## config.mk

```make
export PLATFORM = sky130hd
export DESIGN_NAME = iq_word_unpacker
export DESIGN_NICKNAME = d
export VERILOG_FILES = /design/src/rtl/iqu_pkg.sv /design/src/rtl/iqu_slot_tracker.sv /design/src/rtl/iqu_lane_assembler.sv /design/src/rtl/iq_word_unpacker.sv
export SDC_FILE = /design/constraint.sdc
export NUM_CORES = 1
export LEC_CHECK = 0
export BUFFER_PORTS_ARGS = -buffer_cell sky130_fd_sc_hd__buf_2
export CAP_MARGIN = 20
export CORE_ASPECT_RATIO = 0.75
export CORE_MARGIN = 3
export CORE_UTILIZATION = 55
export CTS_CLUSTER_DIAMETER = 40
export CTS_CLUSTER_SIZE = 16
export DETAILED_ROUTE_END_ITERATION = 6
export HOLD_SLACK_MARGIN = 0.15
export PLACE_DENSITY_LB_ADDON = 0.3
export SLEW_MARGIN = 20
export SYNTH_ARGS = -nofsm -noshare
export SYNTH_HDL_FRONTEND = slang
export SYNTH_SLANG_ARGS = --single-unit
```

## constraint.sdc

```tcl
create_clock -name clk -period 2.23 [get_ports clk]
set_input_delay 0.446 -clock clk [delete_from_list [all_inputs] [get_ports clk]]
set_output_delay 0.446 -clock clk [all_outputs]
set_load 0.005 [all_outputs]
```

## src/rtl/iqu_pkg.sv

```systemverilog
package iqu_pkg;
  localparam int WORD_W   = 6;
  localparam int SAMPLE_W = 2 * WORD_W;
  localparam int LANES    = 2;
  localparam int SLOT_W   = 3;
  localparam int POS_W    = 2;

  // Upper half above lower half.
  function automatic logic [SAMPLE_W-1:0] join_halves(
    input logic [WORD_W-1:0] hi,
    input logic [WORD_W-1:0] lo);
    return {hi, lo};
  endfunction

  // Index of the final slot of a group.
  function automatic logic [SLOT_W-1:0] last_slot(input logic dual);
    return dual ? SLOT_W'(7) : SLOT_W'(3);
  endfunction

  // Strobe level a well-formed group carries in slot s.
  function automatic logic frame_expected(input logic dual,
                                          input logic [SLOT_W-1:0] s);
    return dual ? (s < SLOT_W'(4)) : (s < SLOT_W'(2));
  endfunction

  // Channel owning slot s (0 = channel 1).
  function automatic logic lane_of(input logic dual,
                                   input logic [SLOT_W-1:0] s);
    return dual ? s[2] : 1'b0;
  endfunction
endpackage

```

## src/rtl/iqu_slot_tracker.sv

```systemverilog
module iqu_slot_tracker
  import iqu_pkg::*;
(
  input  logic              clk,
  input  logic              rst_n,
  input  logic              frame_in,
  input  logic              dual_mode,
  output logic              rise_evt,
  output logic              locked,
  output logic              active,
  output logic [SLOT_W-1:0] slot_q,
  output logic [SLOT_W-1:0] slot_now,
  output logic              frame_err
);
  logic frame_q;
  logic mismatch;
  logic late_rise;
  logic [SLOT_W-1:0] slot_next;

  assign rise_evt  = frame_in & ~frame_q;
  assign slot_now  = rise_evt ? '0 : slot_q;
  assign active    = rise_evt | locked;
  assign mismatch  = active & (frame_in != frame_expected(dual_mode, slot_now));
  assign late_rise = rise_evt & locked & (slot_q != '0);

  always_comb begin
    if (slot_now >= last_slot(dual_mode)) slot_next = '0;
    else slot_next = SLOT_W'(slot_now + SLOT_W'(1));
  end

  always_ff @(posedge clk) begin
    if (!rst_n) begin
      frame_q   <= 1'b0;
      locked    <= 1'b0;
      slot_q    <= '0;
      frame_err <= 1'b0;
    end else begin
      frame_q   <= frame_in;
      frame_err <= mismatch | late_rise;
      if (rise_evt) locked <= 1'b1;
      if (active) slot_q <= slot_next;
    end
  end
endmodule

```

## src/rtl/iqu_lane_assembler.sv

```systemverilog
module iqu_lane_assembler
  import iqu_pkg::*;
(
  input  logic                clk,
  input  logic                rst_n,
  input  logic [WORD_W-1:0]   word_in,
  input  logic                sel,
  input  logic [POS_W-1:0]    pos,
  input  logic                enable,
  output logic [SAMPLE_W-1:0] samp_i,
  output logic [SAMPLE_W-1:0] samp_q,
  output logic                valid
);
  logic [WORD_W-1:0] i_hi, q_hi, i_lo;
  logic emit;

  assign emit = sel & (pos == POS_W'(3)) & enable;

  always_ff @(posedge clk) begin
    if (!rst_n) begin
      i_hi   <= '0;
      q_hi   <= '0;
      i_lo   <= '0;
      samp_i <= '0;
      samp_q <= '0;
      valid  <= 1'b0;
    end else begin
      valid <= emit;
      if (sel) begin
        case (pos)
          2'd0: i_hi <= word_in;
          2'd1: q_hi <= word_in;
          2'd2: i_lo <= word_in;
          default: ;
        endcase
      end
      if (emit) begin
        samp_i <= join_halves(i_hi, i_lo);
        samp_q <= join_halves(q_hi, word_in);
      end
    end
  end
endmodule

```

## src/rtl/iq_word_unpacker.sv

```systemverilog
module iq_word_unpacker
  import iqu_pkg::*;
(
  input  logic                clk,
  input  logic                rst_n,
  input  logic [WORD_W-1:0]   word_in,
  input  logic                frame_in,
  input  logic                dual_mode,
  input  logic [LANES-1:0]    ch_en,
  output logic [SAMPLE_W-1:0] ch1_i,
  output logic [SAMPLE_W-1:0] ch1_q,
  output logic                ch1_valid,
  output logic [SAMPLE_W-1:0] ch2_i,
  output logic [SAMPLE_W-1:0] ch2_q,
  output logic                ch2_valid,
  output logic                frame_err
);
  logic              rise_evt;
  logic              locked;
  logic              active;
  logic [SLOT_W-1:0] slot_q;
  logic [SLOT_W-1:0] slot_now;
  logic              cur_lane;

  logic [SAMPLE_W-1:0] lane_i [LANES];
  logic [SAMPLE_W-1:0] lane_q [LANES];
  logic [LANES-1:0]    lane_valid;

  iqu_slot_tracker u_track (
    .clk       (clk),
    .rst_n     (rst_n),
    .frame_in  (frame_in),
    .dual_mode (dual_mode),
    .rise_evt  (rise_evt),
    .locked    (locked),
    .active    (active),
    .slot_q    (slot_q),
    .slot_now  (slot_now),
    .frame_err (frame_err)
  );

  assign cur_lane = lane_of(dual_mode, slot_now);

  for (genvar g = 0; g < LANES; g++) begin : g_lane
    logic lane_sel;
    assign lane_sel = active & (cur_lane == 1'(g)) & ((g == 0) | dual_mode);
    iqu_lane_assembler u_lane (
      .clk     (clk),
      .rst_n   (rst_n),
      .word_in (word_in),
      .sel     (lane_sel),
      .pos     (slot_now[POS_W-1:0]),
      .enable  (ch_en[g]),
      .samp_i  (lane_i[g]),
      .samp_q  (lane_q[g]),
      .valid   (lane_valid[g])
    );
  end

  assign ch1_i     = lane_i[0];
  assign ch1_q     = lane_q[0];
  assign ch1_valid = lane_valid[0];
  assign ch2_i     = lane_i[1];
  assign ch2_q     = lane_q[1];
  assign ch2_valid = lane_valid[1];
endmodule

```

==> results by group <==
GRT
  – GRT Residual Overflow: 0
  – First-pass GRT wire length: 11.98 mm
  – Total Routing Usage GR: 21.08%
  – Number of global-route vias before repair: 2,375
  – Largest net degree at the start of global routing: 28
  – Initial antenna violation count: 0

Route
  – Total wire length: 7.581 mm
  – Remaining number of nets flagged by the antenna check after routing: 0
  – DRC violations left: 0
  – Via total after detailed routing: 2,613
  – Pre-antenna DRT Iters: 4
  – Detailed router's first-iteration violation count: 114
  – Post-DR vias/cell: 5.410
  – Final routed wire length divided by cell count: 15.70 um

Yosys
  – Synthesized cell area: 0.003507 sq mm
  – Syn. warnings: 0
  – Netlist cell types: 34
  – Register area share after synthesis: 52.52%
  – Synthesized net count: 353
  – Cell count after synthesis: 339
  – Number of flip-flops and latches in the synthesized netlist: 92
  – Average instance area after synthesis: 10.35 sq um

Critical path
  – Critical path capture point type: flip-flop
  – Worst path arrival time: 1.99 ns
  – Sort of element at the start of the critical path: flip-flop
  – Max incr delay on CP: 0.54 ns
  – Slowest stage cell on the critical path: dfxtp_1
  – Required @ worst endpoint: 2.45 ns
  – Largest fanout on the critical path: 13
  – Path type of the worst setup path: flip-flop to flip-flop
  – Sequence of cells on the critical path: and3_1 -> nand3_2 -> buf_12 -> mux2i_1

Floorplan
  – X dimension of the die: 98.21 um
  – Row count: 24
  – Core footprint: 0.005976 sq mm
  – I/O pin count: 63
  – Starting Density: 58.69%
  – DIE HEIGHT: 75.16 um
  – Total Die Area: 0.007381 sq mm

Timing
  – Fraction of the cycle the final worst path needs: 79.26%
  – Number of max-slew violations in the final report: 0
  – Setup repair after global routing missed its margin: no
  – Highest achievable clock rate: 565.8 MHz
  – Final critical delay including setup and external delays: 1.767 ns
  – Final setup skew: 0.007095 ns
  – Slew margin rel.: 59.33%
  – Number of hold violations in the final report: 0
  – Setup violation total in the final timing report: 0
  – Transition time of the tightest slew-check pin: 0.6087 ns
  – Total Neg Setup Slack: 0 ns

Placement
  – Global placer's final weighted congestion: 0.8375
  – Number of input and output port buffers inserted: 62
  – Post-Place Cells: 467
  – Detail Placement HPWL: 5.107 mm

Min path
  – Tightest Hold Check Type: input pin to flip-flop

Clock tree
  – TritonCTS clock tree: built
  – H-Tree Depth: 3
  – Root Buffer Master: clkbuf_8
  – Clock insertion delay at the later pin of the skew report: 0.35 ns
  – Number of gates resized after CTS: 0
  – CTS Sinks: 92
  – CTS clk-pin slew, worst paths: 0.09 ns
  – Number of buffers added for setup after CTS: 0
  – Longest Clk Path Bufs: 2
  – Hold Buf Count CTS: 0
  – Cts bufs inserted: 9

Run status
  – Status: completed

Final layout
  – Filler cell count: 466
  – FF+latch area: 0.001842 sq mm
  – Area of combinational cells with multiple inputs: 0.001524 sq mm
  – Final net count: 414
  – Cell Count, Final, Fillers Out: 483
  – Syn-to-layout area delta: 16.84%
  – Utilization of the core after routing: 68.57%
  – Proportion of layout cells with a drive suffix above 1: 23.95%
  – Number of inserted diodes: 0

Power and ir drop
  – Leakage dissipation: 2.070 nW
  – Power density over the cells: 732.6 mW/mm^2
  – Maximum ir drop on the vdd rail: 369.4 uV

Job
  – Count of maximum capacitance violations: 0
synthesized netlist by cell type (all sizes together):
cell type | count | area [sq um]
a2111oi | 1 | 8.760
a211oi | 1 | 7.510
a21bo | 1 | 10.01
a21boi | 1 | 18.77
a21oi | 6 | 33.78
and2 | 1 | 6.260
and2b | 1 | 7.510
and3 | 3 | 18.77
and3b | 1 | 8.760
buf | 9 | 76.32
clkbuf | 12 | 46.29
dfxtp | 92 | 1842
ha | 2 | 25.02
inv | 5 | 18.77
mux2i | 84 | 840.8
nand2 | 94 | 352.8
nand2b | 2 | 12.51
nand3 | 6 | 55.05
nand4 | 1 | 6.260
nor2 | 4 | 15.01
nor2b | 4 | 25.02
nor3 | 1 | 16.27
nor4 | 1 | 6.260
o211a | 1 | 10.01
o21ai | 3 | 22.52
o31a | 1 | 8.760
or2b | 1 | 7.510
metal layers:
metal  routed length, um  GRT usage [%]  vias to the layer above
met2                3589          34.99                       76
li1                    -              -                     1257
met4                 104          5.455                        0
met3                 432          6.944                       14
met5                   0              0                        -
met1                3455          27.07                     1266
cell families after synthesis:
kind of cell	after synthesis	synth area share, %
AND/OR/NAND/NOR	120	15.34
flip-flops	92	52.52
multiplexers	84	23.97
buffers and inverters	26	4.031
AO/OA/AOI/OAI	15	3.425
adder cells (fa/ha/maj)	2	0.7134
final timing paths:
path | to | depth (start not counted) | slack (ns) | start
setup reg to reg | g_lane[0].u_lane.samp_q[0]$_SDFFE_PN0P_ | 4 | 0.46 | u_track.slot_q[1]$_SDFFE_PN0N_
hold reg to reg | g_lane[0].u_lane.samp_q[11]$_SDFFE_PN0P_ | 2 | 0.46 | g_lane[0].u_lane.samp_q[11]$_SDFFE_PN0P_
setup / recovery | g_lane[0].u_lane.samp_q[0]$_SDFFE_PN0P_ | 4 | 0.46 | u_track.slot_q[1]$_SDFFE_PN0N_
hold / removal | u_track.frame_q$_SDFF_PN0_ | 2 | 0.35 | frame_in
cell usage in the layout, fill, tap and decap left out, types with 2 or more instances in the layout:
cell type / Yosys / layout
nand2_1: 94 / 94
nor2_1: 4 / 4
ha_1: 2 / 2
nor2b_1: 4 / 4
dfxtp_1: 92 / 92
clkbuf_8: 0 / 12
inv_1: 5 / 5
a21oi_1: 5 / 5
buf_12: 0 / 2
nand2b_1: 2 / 2
o21ai_2: 2 / 2
and3_1: 3 / 3
nand3_2: 5 / 5
mux2i_1: 84 / 84
buf_2: 4 / 62
buf_4: 0 / 7
metrics by stage:
stage	total power, W	hold slack [ns]	instance area (sq um)	worst slack [ns]
finish	0.003002	0.3496	4098	0.4626
global route	0.003109	0.3473	4098	0.3418
CTS	0.003018	0.3478	4098	0.4923
detailed placement	0.001876	0.4459	3885	0.3763
global placement	0.001869	0.4404	3885	0.4457
floorplan	0.001823	0.4428	3507	0.4163
where the power goes:
part           switching, W  internal, W  leakage [nW]
clock              0.000550     0.000611         0.110
sequential        0.0000154      0.00166         0.743
combinational      0.000106    0.0000562          1.22
total              0.000671      0.00233          2.07
worst max-delay path: cells and delay by family (launching register included):
kind | cells | cell delay [ns]
AND/OR/NAND/NOR | 2 | 0.65
multiplexers | 1 | 0.12
flip-flops | 1 | 0.54
buffers and inverters | 1 | 0.33
final cells by class:
type,instances,area share [%]
clock inverter,3,1.069
sequential,92,44.95
timing repair buffer,71,9.832
inverter,5,0.4580
multi-input combinational,221,37.19
tap,78,2.382
clock buffer,13,4.122
flip-flops by register name, indices dropped and copies added, names as in the netlist:
register and count:
g_lane.u_lane.i_hi 12, u_track.slot_q 3, g_lane.u_lane.i_lo 12, u_track.frame_err 1, g_lane.u_lane.valid 2, g_lane.u_lane.samp_q 24
g_lane.u_lane.samp_i 24, u_track.locked 1, g_lane.u_lane.q_hi 12, u_track.frame_q 1
No activity file was read; power rests on OpenSTA's default activity.
